### src/rtl/zp_bit_pkg.sv
package zp_bit_pkg;
  localparam int unsigned DATA_W = 8;
  localparam int unsigned BIT_W  = $clog2(DATA_W);
  localparam int unsigned CYC_W  = 3;

  typedef enum logic [1:0] {
    K_NOP,
    K_RMW,
    K_BR
  } kind_t;

  typedef enum logic [2:0] {
    S_IDLE,
    S_ZPA,   // fetch zero-page address byte
    S_RD,    // read zero-page data
    S_MOD,   // internal modify cycle
    S_OFS,   // fetch relative offset
    S_WR,    // write back
    S_TGT    // compute branch target
  } state_t;
endpackage

### src/rtl/zp_bit_decode.sv
module zp_bit_decode
  import zp_bit_pkg::*;
(
  input  logic [DATA_W-1:0] opcode_i,
  input  logic              legacy_i,
  output kind_t             kind_o,
  output logic [BIT_W-1:0]  bit_o,
  output logic              pol_o
);
  logic [3:0] lo_nib;

  assign lo_nib = opcode_i[3:0];
  assign bit_o  = opcode_i[4 +: BIT_W];
  assign pol_o  = opcode_i[DATA_W-1];

  always_comb begin
    kind_o = K_NOP;
    if (!legacy_i) begin
      unique case (lo_nib)
        4'h7:    kind_o = K_RMW;
        4'hF:    kind_o = K_BR;
        default: kind_o = K_NOP;
      endcase
    end
  end
endmodule

### src/rtl/zp_bit_unit.sv
module zp_bit_unit
  import zp_bit_pkg::*;
(
  input  logic [DATA_W-1:0] data_i,
  input  logic [BIT_W-1:0]  bit_i,
  input  logic              pol_i,
  output logic [DATA_W-1:0] data_o,
  output logic              hit_o
);
  for (genvar i = 0; i < DATA_W; i++) begin : g_bit
    assign data_o[i] = (bit_i == BIT_W'(i)) ? pol_i : data_i[i];
  end

  assign hit_o = (data_i[bit_i] == pol_i);
endmodule

### src/rtl/zp_bit_target.sv
module zp_bit_target #(
  parameter int unsigned ADDR_W = 16,
  parameter int unsigned OFS_W  = 8
) (
  input  logic [ADDR_W-1:0] pc_i,
  input  logic [OFS_W-1:0]  ofs_i,
  input  logic              taken_i,
  output logic [ADDR_W-1:0] pc_o
);
  localparam int unsigned INSN_LEN = 3;

  logic [ADDR_W-1:0] seq_pc;
  logic [ADDR_W-1:0] ofs_ext;

  assign seq_pc  = pc_i + ADDR_W'(INSN_LEN);
  assign ofs_ext = {{(ADDR_W-OFS_W){ofs_i[OFS_W-1]}}, ofs_i};
  assign pc_o    = taken_i ? (seq_pc + ofs_ext) : seq_pc;
endmodule

### src/rtl/zp_bit_seq.sv
module zp_bit_seq
  import zp_bit_pkg::*;
#(
  parameter int unsigned ADDR_W = 16
) (
  input  logic                 clk_i,
  input  logic                 rst_ni,
  input  logic                 start_i,
  input  logic [DATA_W-1:0]    opcode_i,
  input  logic [ADDR_W-1:0]    pc_i,
  input  logic                 legacy_i,
  output logic [ADDR_W-1:0]    mem_addr_o,
  output logic                 mem_re_o,
  output logic                 mem_we_o,
  output logic [DATA_W-1:0]    mem_wdata_o,
  input  logic [DATA_W-1:0]    mem_rdata_i,
  output logic                 busy_o,
  output logic                 done_o,
  output logic [ADDR_W-1:0]    pc_o,
  output logic [CYC_W-1:0]     cycles_o
);
  localparam int unsigned PAD_W   = ADDR_W - DATA_W;
  localparam int unsigned RMW_LEN = 2;
  localparam int unsigned NOP_LEN = 1;

  state_t             state_q, state_d;
  kind_t              dec_kind, kind_q;
  logic [BIT_W-1:0]   dec_bit, bit_q;
  logic               dec_pol, pol_q;
  logic [ADDR_W-1:0]  pc_q;
  logic [DATA_W-1:0]  zpa_q, dat_q;
  logic [CYC_W-1:0]   cnt_q;
  logic               done_q;
  logic [ADDR_W-1:0]  pc_out_q;
  logic [CYC_W-1:0]   cyc_out_q;

  logic [DATA_W-1:0]  mod_data;
  logic               bit_hit;
  logic [ADDR_W-1:0]  br_pc;
  logic               accept;

  zp_bit_decode u_dec (
    .opcode_i (opcode_i),
    .legacy_i (legacy_i),
    .kind_o   (dec_kind),
    .bit_o    (dec_bit),
    .pol_o    (dec_pol)
  );

  zp_bit_unit u_unit (
    .data_i (dat_q),
    .bit_i  (bit_q),
    .pol_i  (pol_q),
    .data_o (mod_data),
    .hit_o  (bit_hit)
  );

  zp_bit_target #(.ADDR_W(ADDR_W), .OFS_W(DATA_W)) u_tgt (
    .pc_i    (pc_q),
    .ofs_i   (mem_rdata_i),
    .taken_i (bit_hit),
    .pc_o    (br_pc)
  );

  assign accept = start_i && (state_q == S_IDLE);

  always_comb begin
    state_d = state_q;
    unique case (state_q)
      S_IDLE: if (accept && dec_kind != K_NOP) state_d = S_ZPA;
      S_ZPA:  state_d = S_RD;
      S_RD:   state_d = (kind_q == K_RMW) ? S_MOD : S_OFS;
      S_MOD:  state_d = S_WR;
      S_OFS:  state_d = S_TGT;
      S_WR:   state_d = S_IDLE;
      S_TGT:  state_d = S_IDLE;
      default: state_d = S_IDLE;
    endcase
  end

  // bus drive per state
  always_comb begin
    mem_addr_o  = '0;
    mem_re_o    = 1'b0;
    mem_we_o    = 1'b0;
    mem_wdata_o = '0;
    unique case (state_q)
      S_ZPA: begin
        mem_addr_o = pc_q + ADDR_W'(1);
        mem_re_o   = 1'b1;
      end
      S_RD: begin
        mem_addr_o = {{PAD_W{1'b0}}, mem_rdata_i};
        mem_re_o   = 1'b1;
      end
      S_OFS: begin
        mem_addr_o = pc_q + ADDR_W'(2);
        mem_re_o   = 1'b1;
      end
      S_WR: begin
        mem_addr_o  = {{PAD_W{1'b0}}, zpa_q};
        mem_we_o    = 1'b1;
        mem_wdata_o = mod_data;
      end
      default: ;
    endcase
  end

  always_ff @(posedge clk_i or negedge rst_ni) begin
    if (!rst_ni) begin
      state_q <= S_IDLE;
      kind_q  <= K_NOP;
      bit_q   <= '0;
      pol_q   <= 1'b0;
      pc_q    <= '0;
      zpa_q   <= '0;
      dat_q   <= '0;
      cnt_q   <= '0;
    end else begin
      state_q <= state_d;
      if (accept) begin
        kind_q <= dec_kind;
        bit_q  <= dec_bit;
        pol_q  <= dec_pol;
        pc_q   <= pc_i;
        cnt_q  <= CYC_W'(1);
      end else if (state_q != S_IDLE) begin
        cnt_q <= cnt_q + CYC_W'(1);
      end
      if (state_q == S_RD) zpa_q <= mem_rdata_i;
      if (state_q == S_MOD || state_q == S_OFS) dat_q <= mem_rdata_i;
    end
  end

  always_ff @(posedge clk_i or negedge rst_ni) begin
    if (!rst_ni) begin
      done_q    <= 1'b0;
      pc_out_q  <= '0;
      cyc_out_q <= '0;
    end else begin
      done_q <= 1'b0;
      if (accept && dec_kind == K_NOP) begin
        done_q    <= 1'b1;
        pc_out_q  <= pc_i + ADDR_W'(NOP_LEN);
        cyc_out_q <= CYC_W'(1);
      end else if (state_q == S_WR) begin
        done_q    <= 1'b1;
        pc_out_q  <= pc_q + ADDR_W'(RMW_LEN);
        cyc_out_q <= cnt_q + CYC_W'(1);
      end else if (state_q == S_TGT) begin
        done_q    <= 1'b1;
        pc_out_q  <= br_pc;
        cyc_out_q <= cnt_q + CYC_W'(1);
      end
    end
  end

  assign busy_o   = (state_q != S_IDLE);
  assign done_o   = done_q;
  assign pc_o     = pc_out_q;
  assign cycles_o = cyc_out_q;
endmodule

### config.mk
export PLATFORM = sky130hd
export DESIGN_NAME = zp_bit_seq
export DESIGN_NICKNAME = d
export VERILOG_FILES = /design/src/rtl/zp_bit_pkg.sv /design/src/rtl/zp_bit_decode.sv /design/src/rtl/zp_bit_unit.sv /design/src/rtl/zp_bit_target.sv /design/src/rtl/zp_bit_seq.sv
export SDC_FILE = /design/constraint.sdc
export NUM_CORES = 1
export LEC_CHECK = 0
export BUFFER_PORTS_ARGS = -buffer_cell sky130_fd_sc_hd__buf_2
export CAP_MARGIN = 20
export CORE_AREA = 4 4 113 115
export CTS_BUF_LIST = sky130_fd_sc_hd__clkbuf_16
export DETAILED_ROUTE_END_ITERATION = 6
export DIE_AREA = 0 0 117 119
export PLACE_DENSITY = 0.73
export SYNTH_ARGS = -nofsm -noshare
export SYNTH_HDL_FRONTEND = slang
export SYNTH_SLANG_ARGS = --single-unit
export TNS_END_PERCENT = 100
### constraint.sdc
create_clock -name clk_i -period 3.08 [get_ports clk_i]
set_clock_uncertainty 0.2 [all_clocks]
set_input_delay 0.154 -clock clk_i [delete_from_list [all_inputs] [get_ports clk_i]]
set_output_delay 0.154 -clock clk_i [all_outputs]
set_load 0.1 [all_outputs]
Word level (Yosys, flattened, before mapping)

Cells that the tools add are included.

Logic and storage cells: 79
Register bits after elaboration: 64
Output and inout port bits: 47

Add/subtract/negate cells: 6
Reduce and logical (&&, ||, !) cells: 12
Mux-type cells: 31
Equal/unequal tests: 18
$lt $le $gt $ge: 1

Operator list:

| operator              | count |
|---|---|
| $mux 16               | 4 |
| $pmux 16 s4           | 1 |
| $add 16x1->16 const B | 2 |
| $add 16x2->16 const B | 2 |
| $eq 3x3->1 const B    | 7 |
| $mux 3                | 7 |
| $add 16x16->16        | 1 |
| $pmux 3 s5            | 1 |
| $mux 1                | 14 |
| $eq 3x2->1 const B    | 4 |
| $mux 8                | 1 |
| $eq 3x1->1 const B    | 2 |
| $logic_not 3->1       | 2 |
| $reduce_bool 3->1     | 2 |
| $eq 4x3->1 const B    | 1 |
| $eq 4x4->1 const B    | 1 |
| $lt 3x4->1 const B    | 1 |
| $pmux 2 s2            | 1 |
| $reduce_bool 2->1     | 2 |
| $add 3x1->3 const B   | 1 |
| $bmux 1 s3            | 1 |
| $logic_and 1x1->1     | 3 |
| $reduce_or 3->1       | 1 |
| $eq 2x1->1 const B    | 1 |
| 5 further kinds       | 5 |

Longest topological paths before layout

Gate-level depths: netlist (run 1).

Depth after elaboration: 7
Gate-level depth with buffers: 14
Mapped depth without buffers: 14

By module

A second synthesis (run 1) with hierarchy kept.

Cells, all modules: 635
Area total of the unflattened synthesis: 5470.2 µm²

By module, submodules not included:

| module        | instances | cells each | seq. area each (µm²) | area an instance (µm²) |
|---|---|---|---|---|
| zp_bit_seq    | 1         | 431        | 1601.5               | 3972.6 |
| zp_bit_target | 1         | 169        | 0.0                  | 1201.2 |
| zp_bit_unit   | 1         | 28         | 0.0                  | 239.0 |
| zp_bit_decode | 1         | 7          | 0.0                  | 57.6 |

Worst setup path before layout (run 1)

OpenSTA, ideal clock, no wires.

Path type: register to output
Start: register pc_q[1]
End: output mem_addr_o[15]
Required time: 2.726 ns
Slack: -1.230 ns
Arrival time: 3.956 ns
Cell stages (with the launch flop): 8
Cell sequence: dfrtp_1 > ha_1 > nand3_1 > nor4_1 > nand3_1 > inv_1 > a21oi_1 > a311oi_1

Cells in the longest elaborated chain, start to end: 2
Elaborated cells between the ends (all ways): 3
Those cells by class: add/sub: 2; mux: 1

Ends and longest elaborated chain:

| what                                                  | line                               | source |
|---|---|---|
| start, declared                                       | zp_bit_seq.sv:30                   | `logic [ADDR_W-1:0] pc_q;` |
| start signal, assigned                                | zp_bit_seq.sv:125                  | `pc_q <= pc_i;` |
| $add 16x2->16 / $add 16x1->16 (equally long branches) | zp_bit_seq.sv:97, zp_bit_seq.sv:89 |  |
| $pmux 16 s4 (*)                                       | zp_bit_seq.sv:87                   | `unique case (state_q)` |
| end, declared                                         | zp_bit_seq.sv:12                   | `output logic [ADDR_W-1:0] mem_addr_o,` |

Mark *: on every way between the ends. The rest lies on a longest branch, timed or not.

Worst setup path in the final report (run 1)

Start: register pc_q[1]
End: register pc_out_q[12], in the netlist pc_o[12]

Cells in the longest elaborated chain, start to end: 6
Elaborated cells between the ends (all ways): 7
Those cells by class: add/sub: 3; mux: 4

Ends and longest elaborated chain:

| what                 | line                | source |
|---|---|---|
| $add 16x2->16        | zp_bit_target.sv:15 | `assign seq_pc = pc_i + ADDR_W'(INSN_LEN);` |
| $add 16x16->16       | zp_bit_target.sv:17 | `assign pc_o = taken_i ? (seq_pc + ofs_ext) : seq_pc;` |
| $mux 16              | zp_bit_target.sv:17 |  |
| $mux 16              | zp_bit_seq.sv:150   | `end else if (state_q == S_TGT) begin` |
| $mux 16 (*)          | zp_bit_seq.sv:146   | `end else if (state_q == S_WR) begin` |
| $mux 16 (*)          | zp_bit_seq.sv:142   | `if (accept && dec_kind == K_NOP) begin` |
| end signal, assigned | zp_bit_seq.sv:144   | `pc_out_q <= pc_i + ADDR_W'(NOP_LEN);` |
| end signal, assigned | zp_bit_seq.sv:148   | `pc_out_q <= pc_q + ADDR_W'(RMW_LEN);` |
| end signal, assigned | zp_bit_seq.sv:152   | `pc_out_q <= br_pc;` |
| end, declared        | zp_bit_seq.sv:34    | `logic [ADDR_W-1:0] pc_out_q;` |

Mark *: on every way between the ends. The rest lies on a longest branch, timed or not. The select of a mux whose other input is x is not followed.
A chain may end at the register's enable or synchronous reset.

==> run summary, run 1 <==
Compared with the post-synthesis result, the final layout area differs by 40.4%. The post-synthesis instance area is 5210 sq um. The tools report the type of element capturing the critical path as a flip-flop. At the worst endpoint, the required time is 3090 ps.

The core outline area was 11,800 sq um; the number of nets produced by synthesis was 701. The count of final max-slew check failures is 0. After clock tree synthesis, the clock-pin slew on the worst setup and hold paths is 60 ps. The run finished, with violations left.

The finished cells cover 7310 sq um. The run gives -674 ps as the setup TNS. In this run the worst hold path is classified as in -> reg. For the worst-skew pair, the clock arrives at the later sink with an insertion delay of 330 ps. The first global-routing pass estimated 30,000 um of wire.

The via count of the first global-routing pass came out at 5,647. The number of antenna violations at the first check in global routing came out at 0. After detailed placement, the total cell area comes to 6450 sq um.

The tools report the root buffer cell as clkbuf_16. The logs give 64 for the sink count of the clock tree and 623 for the number of violations reported at the end of detailed-routing iteration 0. The most used flip-flop cell after synthesis is dfrtp_1. After detailed routing, the number of vias per cell comes to 5.95. In this run the deepest clock path goes through 2 buffers. Detailed placement finished with a half-perimeter wire length of 13,900 um. The detailed-route DRC error count came out at 0. The average cell area after synthesis is 8.14 sq um. The maximum fanout along the worst path was 4; the number of setup violations in the final report was 4. In the synthesized netlist, the number of instances is 640. The tool flagged a number of max-cap violations equal to 0.

The worst path needs 3300 ps of the cycle, external delays included. The routed layout has 5,805 vias. In the layout the commonest cells are 107 x nand2_1, 92 x buf_4, 73 x buf_2, 60 x dfrtp_1, 59 x nor2_1.

Remaining max-slew budget at the tightest pin: 0.467. Commonest non-fill, non-tap cell in the layout: nand2_1. The flop and latch count out of synthesis is 64, and the width of the die is 117 um. The initial core utilization is 0.441. Quantity of I/O buffers inserted on ports: 82. At the end of routability-driven placement, the weighted congestion stood at 0.923. The count of nets left with antenna violations once routing finished came out at 0. The total overflow reported by the global router is 0, and the maximum achievable frequency is 303 MHz.

The nature of the critical path startpoint is a flip-flop. The H-tree was split into 3 levels. The checks that failed: negative setup slack. Before antenna repair, the detailed router went through 6 iterations. The run gives -395 ps as the worst slack at placement.

The worst setup path is of the reg -> reg kind. The number of flops mapped to enable cells by yosys is 0, and the distinct cell type count of the synthesized netlist is 64. The number of cells on the worst hold path was 4. For the final antenna diode count, the log shows 0. The aggregate global-route resource usage was 0.276. The die covers 13,900 sq um. The floorplan row count is 40. TritonCTS built the clock tree.

After detailed routing, the average wire length per cell comes to 19.5 um. The worst setup slack after layout is -221 ps, and the post-layout net count is 885. The final count of hold timing violations came out at 0. The proportion of layout cells with a drive suffix above 1 is 0.308, and the arrival time of data at the critical path endpoint is 3310 ps. In this run the count of I/O pins placed on the die edge is 83.

For the pin with the worst max-slew slack, the measured transition is 800 ps. The number of clock buffers added by TritonCTS is 9. For this run, the number of Yosys warnings is 0. Cell depth of the worst flop-to-flop path: 14.

The fraction of registers with async set/reset is 1.00. The pin count of the biggest net entering global routing is 34, and the overall routed net length is 19,000 um. The post-synthesis sequential area ratio is 0.307, and the final worst-path cycle share is 1.07.

Measured along the y axis, the die boundary spans 119 um. Setup repair after global routing could not meet its margin everywhere.
-- cell type report --
class,count,area [sq um]
clock buffer,9,225
fill,990,4500
multi-input combinational,527,3560
tap,147,184
sequential,64,1610
clock inverter,7,125
timing repair buffer,207,1550
inverter,15,58.8
-- critical path: stages, from the launching register on --
cell and delay [ps]:
dfrtp_2 450, inv_4 90, ha_4 140, a21oi_4 60, or3_4 390, nor2_4 120, xor2_2 190, ha_1 260
a21oi_1 160, o21ai_0 110, a31oi_1 240, o21bai_1 130, xor2_1 170, a211oi_2 350, o21ai_1 110
-- cells in the mapped netlist, types with 6 or more instances --
cell type	instances	area, sq um
nand2_1	110	413
dfrtp_1	64	1600
nor2_1	61	229
o21ai_0	48	240
a21oi_1	47	235
xnor2_1	33	289
nand3_1	25	125
ha_1	24	300
xor2_1	23	201
clkbuf_1	16	60.1
mux2i_1	16	160
inv_1	14	52.6
mux2_2	13	146
a211oi_1	8	60.1
nor3_1	8	40.0
a221o_1	7	70.1
nand2b_1	7	43.8
a22oi_1	6	45.0
a311oi_1	6	52.6
a31oi_1	6	37.5
clkbuf_8	6	82.6
o22ai_1	6	37.5
-- metal layers --
layer,up-vias,track usage,routed length [um]
li1,2652,-,-
met1,2737,0.391,7870
met2,352,0.425,8730
met3,64,0.0361,1670
met4,0,0.105,756
met5,-,0,0
-- sequential cells by signal (all words and copies together), names as in the netlist --
name and cells:
cycles_o 3, kind_q 2, pol_q 1, pc_q 16, pc_o 16, zpa_q 8, bit_q 3, dat_q 8
state_q 3, cnt_q 3, done_o 1
-- worst paths after layout --
path / start / endpoint / slack (ps)
setup reg to reg: pc_q[1] / pc_o[12] / -220
hold reg to reg: pc_o[9] / pc_o[9] / 290
min in group asynchronous: rst_ni / pc_o[11] / 250
setup / recovery: pc_q[1] / pc_o[12] / -220
hold / removal: legacy_i / kind_q[0] / 90
max in group asynchronous: rst_ni / zpa_q[2] / 1770
-- logic make-up after synthesis --
logic type	Yosys count	share of synthesized area
multiplexers	29	0.0589
buffers and inverters	49	0.0545
adder cells (fa/ha/maj)	25	0.0615
AND/OR/NAND/NOR	246	0.216
AO/OA/AOI/OAI	171	0.207
flip-flops	64	0.307
XOR/XNOR	56	0.0942
-- metrics by stage --
step	hold WS, ps	util	std cells
after global placement	62.1	0.546	918
final	92.8	0.619	976
after CTS	95.2	0.608	971
after global routing	113	0.619	976
after floorplan	-342	-	640
after detailed placement	68.6	0.546	918
-- what timing repair did --
item | in CTS | in global routing
endpoints found under the setup margin | 4 | 12
resized for setup | 5 | 20
setup buffers | 7 | 5
pin swaps | 5 | 9
hold endpoints to repair | 70 | 0
hold buffers | 30 | 0
Power of run 1 is left out: the tool's default activity adds up to more than one toggle a clock period on the data nets, which glitch-free logic cannot reach.
==> inputs of run 2 (changes only) <==
CORE_AREA = 4 4 130 101   (was 4 4 113 115)
DIE_AREA = 0 0 134 105   (was 0 0 117 119)
==> run 2 against run 1 <==
Against the previous run: the run still ends with negative setup slack left; flip-flop and latch count stayed put; maximum frequency is 2.1% lower; critical path depth is 1 lower; hold slack better by 22 ps; die area is 1.1% higher; sequential share of layout area is 0.67 points lower; count of clock-buffer cells in the layout stayed put; setup slack worse by 72 ps; via count is 1.2% higher; design area is 3.0% higher; wire length is 5.4% higher; critical endpoint is now pc_o[15].
==> run summary, run 2 (synthesis results as in run 1) <==
The flow ran to the end, but the final reports show violations. The final reports fail on negative setup slack. The overall routed net length was 20,100 um (+5.4%); the post-detailed-route via-to-cell ratio was 5.80 (-2.5%). The maximum fanout along the worst path came out at 5 (+1). The final critical-path required period came out at 3370 ps (+72.2 ps). After global routing, the most crowded layer is met2. The buffer depth of the longest clock path was 2 (unchanged); the die height was 105 um (-12%).

The number of antenna violations at the first check in global routing is 0 (unchanged). The run gives 350 ps (+20 ps) as the clock latency of the later-clocked register in the worst-skew pair. The tools report the nature of the critical path startpoint as a flip-flop. For the pin count of the biggest net entering global routing, the log shows 29 (-15%). The worst setup path is captured at a flip-flop.

HPWL after detailed placement: 14,600 um (+5.4%). The quantity of I/O buffers inserted on ports is 82 (unchanged), and the arrival time of data at the critical path endpoint is 3410 ps (+100 ps). The final count of hold timing violations was 0 (unchanged). The core outline area is 12,000 sq um (+1.2%), and the first-pass GRT wire length is 30,600 um (+2.1%). In the layout the commonest cells are 113 x buf_4, 105 x nand2_1, 73 x buf_2, 61 x dfrtp_1, 54 x nor2_1. Number of detailed-routing iterations run before antenna repair: 5 (-1). The logs give 0 (unchanged) for the final antenna diode count and 0.394 (+0.00256) for the met1 track utilization from global routing.

The logs give 1,013 (+3.8%) for the count of placed standard cells in the final layout, fillers left out and -300 ps (+94.9 ps) for the worst slack at placement. The tools report the number of violations reported at the end of detailed-routing iteration 0 as 690 (+11%). The run gives 0 (unchanged) as the number of maximum-capacitance violations. The tools report the post-detailed-route count of antenna-violating nets as 0 (unchanged). The tools report the remaining max-slew budget at the tightest pin as 0.369 (-0.0976). The post-layout net count came out at 903 (+2.0%). The logs give 0 (unchanged) for the count of final max-slew check failures and 35 (-13%) for the floorplan row count. From synthesis to final layout, the design area changed by 44.7%. The logs give 0 (unchanged) for the total overflow reported by the global router and 9 (unchanged) for the number of buffers created by CTS.

The global routing usage on met3 was 0.0794 (+0.0433). For the final weighted congestion of routability-driven global placement, the log shows 0.987 (+6.9%). The floorplan die area was 14,100 sq um (+1.1%). For the number of setup violations in the final report, the log shows 7 (+3). The aggregate global-route resource usage is 0.280 (+0.00458). The final worst-path cycle share is 1.10 (+0.0235), and the endpoint required time on the critical path is 3120 ps (+30 ps). The proportion of layout cells with a drive suffix above 1 was 0.342 (+0.0348).

CTS placed an instance of clkbuf_16 at the clock tree root. The via count of the first global-routing pass came out at 5,602 (-0.80%). The library cell used most frequently in the layout, excluding fill and tap cells, is buf_4. Clock transition time at the flip-flop clock pins of the worst setup and hold paths: 60 ps (about the same).

The run gives 947 (+3.2%) as the total placed cells including tap cells. The initial core utilization is 0.436 (-0.00531). The worst setup path category is reg -> reg. The minimum hold slack is 115 ps (+22.1 ps), and the deepest level of the CTS H-tree is 3 (unchanged). The run gives 0.630 (+0.0112) as the share of the core filled with cells in the final layout. The path category of the worst min-delay check is in -> reg. The top-level port count is 83 (unchanged).

Setup repair after global routing could not meet its margin everywhere. Worst setup slack after layout: -294 ps (-72.2 ps). Sink count of the clock tree: 64 (unchanged). The average routed wire per standard cell was 19.8 um (+1.6%); the transition time at the pin with the least slew margin was 943 ps (+143 ps). For the detailed-route DRC error count, the log shows 0 (unchanged). TritonCTS built the clock tree.

The width of the die is 134 um (+15%), and the total via count in the routed design is 5,875 (+1.2%). The run gives 0.413 (-0.0115) as the global routing usage on met2. The maximum achievable frequency came out at 296 MHz (-2.1%).
[run 2: changes by cell type in the layout (fill, tap and decap cells not counted), moves of 5 or more]
cell	change
buf_4	+21
nor2_2	+6
a21oi_1	-5
a21oi_2	+5
nor2_1	-5
[run 2: worst max-delay path, cell delays in order, from the launching register on]
cell and delay (ps):
dfrtp_2 430, inv_4 60, buf_4 140, ha_4 170
nor3_1 230, xor2_1 330, ha_1 360, a21oi_2 200
o21ai_1 130, a21oi_2 240, o41ai_4 120, xnor2_1 160
or3_1 330, a31o_1 180
[run 2: cell type report]
| type | instances | area, sq um |
|---|---|---|
| Fill cell | 994 | 4420 |
| Multi-Input combinational cell | 527 | 3660 |
| Timing Repair Buffer | 225 | 1660 |
| Sequential cell | 64 | 1610 |
| Clock buffer | 9 | 225 |
| Tap cell | 166 | 208 |
| Clock inverter | 7 | 119 |
| Inverter | 15 | 58.8 |
[run 2: per-stage QoR]
step	TNS [ps]	instance area, sq um
6_report	-819	7540
5_1_grt	-1620	7540
4_1_cts	-506	7340
3_5_place_dp	-758	6520
3_3_place_gp	-261	6520
2_1_floorplan	-300	5360
[run 2: timing repair]
item / 4_1_cts / 5_1_grt
gates resized for setup: 16 / 29
hold buffers: 30 / 0
setup endpoints to repair: 5 / 12
pin swaps: 19 / 17
buffers inserted: 12 / 8
endpoints found under the hold margin: 65 / 0
[run 2: path summary, 6_finish.rpt]
kind / startpoint / to / slack (ps) / cells after the start
setup / recovery: pc_q[1] / pc_o[15] / -290 / 13
hold / removal: opcode_i[0] / kind_q[1] / 110 / 4
setup reg to reg: pc_q[1] / pc_o[15] / -290 / 13
hold reg to reg: pc_o[9] / pc_o[9] / 290 / 2
max in group asynchronous: rst_ni / pc_o[4] / 1650 / 3
min in group asynchronous: rst_ni / pc_o[9] / 180 / 2
[run 2: per-layer routing]
layer	vias to the layer above	wire (um)	share of wire
met3	51	2070	0.10
met1	2806	8650	0.43
met4	0	552	0.028
met2	321	8790	0.44
met5	-	0	0
li1	2697	-	-
Power of run 2 is left out for the same reason.
==> inputs of run 3 (changes only) <==
HOLD_SLACK_MARGIN = 0.15   (was default)
==> run 3 against run 2 <==
Against the previous run: critical path type unchanged; global-route usage hardly changed; flip-flop and latch count stayed put; setup slack worse by 21 ps; the run still ends with negative setup slack left; non-clock buffer count is 3 higher; count of clock-buffer cells in the layout stayed put; die area stayed put; maximum frequency is 0.62% lower; utilization is 0.25 points higher.
==> run summary, run 3 (synthesis results as in run 1) <==
The overall routed net length was 20,100 um (+0.43%); the post-layout net count was 906 (+0.33%). The final worst-path cycle share was 1.10 (+0.00678). After detailed routing, no signal wire sits above met4.

The run gives 8590 um (-0.76%) as the routed metal-1 wire length. TritonCTS built the clock tree. The total overflow reported by the global router came out at 0 (unchanged). The number of buffers created by CTS was 9 (unchanged). The critical path goes through inv_4, buf_4, ha_4, nor3_1, xor2_1, ha_1, a21oi_2, o21ai_1, a21oi_2, o41ai_4, xnor2_1, or3_1, a31o_1. The tools report the total via count in the routed design as 5,919 (+0.75%). The nature of the critical path startpoint was a flip-flop. The width of the die came out at 134 um (unchanged). For the via count of the first global-routing pass, the log shows 5,644 (+0.75%).

The die height was 105 um (unchanged); the post-detailed-route count of antenna-violating nets was 0 (unchanged). The tools report the detailed-route DRC error count as 0 (unchanged). The run gives 6 (+1) as the number of detailed-routing iterations run before antenna repair. Setup repair after global routing could not meet its margin everywhere. In this run the critical register-to-register path is launched from pc_q[1]. The run gives 0.280 (about the same) as the aggregate global-route resource usage. The worst setup path category is reg -> reg. The detailed route wirelength on metal3 was 2220 um (+7.2%). The tools report the worst setup slack after layout as -314 ps (-20.9 ps).

The post-detailed-route via-to-cell ratio came out at 5.83 (+0.45%). The floorplan row count is 35 (unchanged), and the maximum fanout along the worst path is 5 (unchanged). The worst slack at placement is -300 ps (unchanged), and the cell depth of the worst flop-to-flop path is 13 (unchanged). The endpoint required time on the critical path was 3120 ps (about the same). For the floorplan die area, the log shows 14,100 sq um (unchanged). For the deepest level of the CTS H-tree, the log shows 3 (unchanged). The checks that failed: negative setup slack. On the critical path, the stage with the largest delay is an instance of dfrtp_2. The final critical-path required period came out at 3390 ps (+20.9 ps). The family with the most delay on the worst path is compound AO/OA/AOI/OAI gates. For the buffer depth of the longest clock path, the log shows 2 (unchanged). The tree is rooted in a clkbuf_16. The worst setup path is captured at a flip-flop.

The number of setup violations in the final report is 7 (unchanged), and the pin count of the biggest net entering global routing is 29 (unchanged). The tools report the critical register-to-register path endpoint as pc_o[15]. The count of final max-slew check failures is 0 (unchanged). In this run the worst setup path begins at pc_q[1]. The number of violations reported at the end of detailed-routing iteration 0 was 734 (+6.4%). The number of buffers and inverters on the critical path is 2 (unchanged).

Compared with the post-synthesis result, the final layout area differs by 45.3%. For the maximum achievable frequency, the log shows 295 MHz (-0.62%). The transition time at the pin with the least slew margin came out at 913 ps (-29.9 ps). The flow ran to the end, but the final reports show violations. The core outline area was 12,000 sq um (unchanged); the final weighted congestion of routability-driven global placement was 0.987 (unchanged). The quantity of I/O buffers inserted on ports is 82 (unchanged), and the share of the core filled with cells in the final layout is 0.633 (+0.00251). The tools report the number of maximum-capacitance violations as 0 (unchanged). The proportion of layout cells with a drive suffix above 1 came out at 0.341 (-0.00121). The largest stage delay on the critical path came out at 430 ps (about the same).

Most used cell along the critical path: a21oi_2. The run gives 0 (unchanged) as the final count of hold timing violations. The run gives -310 ps (-20 ps) as the minimum setup slack among reg-to-reg paths.

The average routed wire per standard cell is 19.8 um (+0.13%), and the final antenna diode count is 0 (unchanged). Number of antenna violations at the first check in global routing: 0 (unchanged). The path category of the worst min-delay check is in -> async. The tools report the HPWL after detailed placement as 14,600 um (unchanged). In the layout the commonest cells are 113 x buf_4, 105 x nand2_1, 73 x buf_2, 61 x dfrtp_1, 54 x nor2_1. The run gives 8760 um (-0.27%) as the met2 wirelength from detailed routing. The initial core utilization is 0.436 (unchanged).

The run gives 340 ps (about the same) as the clock latency of the later-clocked register in the worst-skew pair. The arrival time of data at the critical path endpoint is 3430 ps (+20 ps), and the sink count of the clock tree is 64 (unchanged). The commonest non-fill, non-tap cell in the layout was buf_4.

The first-pass GRT wire length came out at 30,600 um (about the same). The top-level port count was 83 (unchanged); the clock transition time at the flip-flop clock pins of the worst setup and hold paths was 60 ps (about the same). The remaining max-slew budget at the tightest pin came out at 0.389 (+0.0200).
-- run 3: worst max path at each step --
stage	slack [ps]	cells past startpoint	end
2_1_floorplan	-190	7	mem_addr_o[15]
4_1_cts	-180	14	pc_o[15]
3_5_place_dp	-300	14	pc_o[15]
5_1_grt	-380	13	pc_o[15]
6_report	-310	13	pc_o[15]
3_3_place_gp	-160	14	pc_o[15]
-- run 3: stage by stage --
stage | TNS [ps] | area [sq um] | instances | hold slack (ps)
2_1_floorplan | -300 | 5360 | 640 | -342
3_3_place_gp | -261 | 6520 | 947 | 27.3
3_5_place_dp | -758 | 6520 | 947 | 42.0
4_1_cts | -506 | 7370 | 1008 | 209
5_1_grt | -1630 | 7570 | 1016 | 237
6_report | -917 | 7570 | 1016 | 174
-- run 3: per-layer routing --
layer / GRT usage / vias up
li1: - / 2698
met1: 0.393 / 2821
met2: 0.413 / 344
met3: 0.0794 / 56
met4: 0.0969 / 0
met5: 0 / -
-- run 3: cell type report --
cell class              count  area, sq um
clock buffers               9          225
clock inverters             7          119
fillers                   988         4390
inverters                  15         58.8
multi-input cells         527         3660
flip-flops and latches     64         1610
well taps                 166          208
repair buffers            228         1690
-- run 3: what timing repair did --
item	in CTS	in global routing
pin swaps	19	17
hold endpoints to repair	70	0
endpoints found under the setup margin	5	12
resized for setup	16	29
buffers inserted	12	8
hold buffers	33	0
Power of run 3 is left out for the same reason.
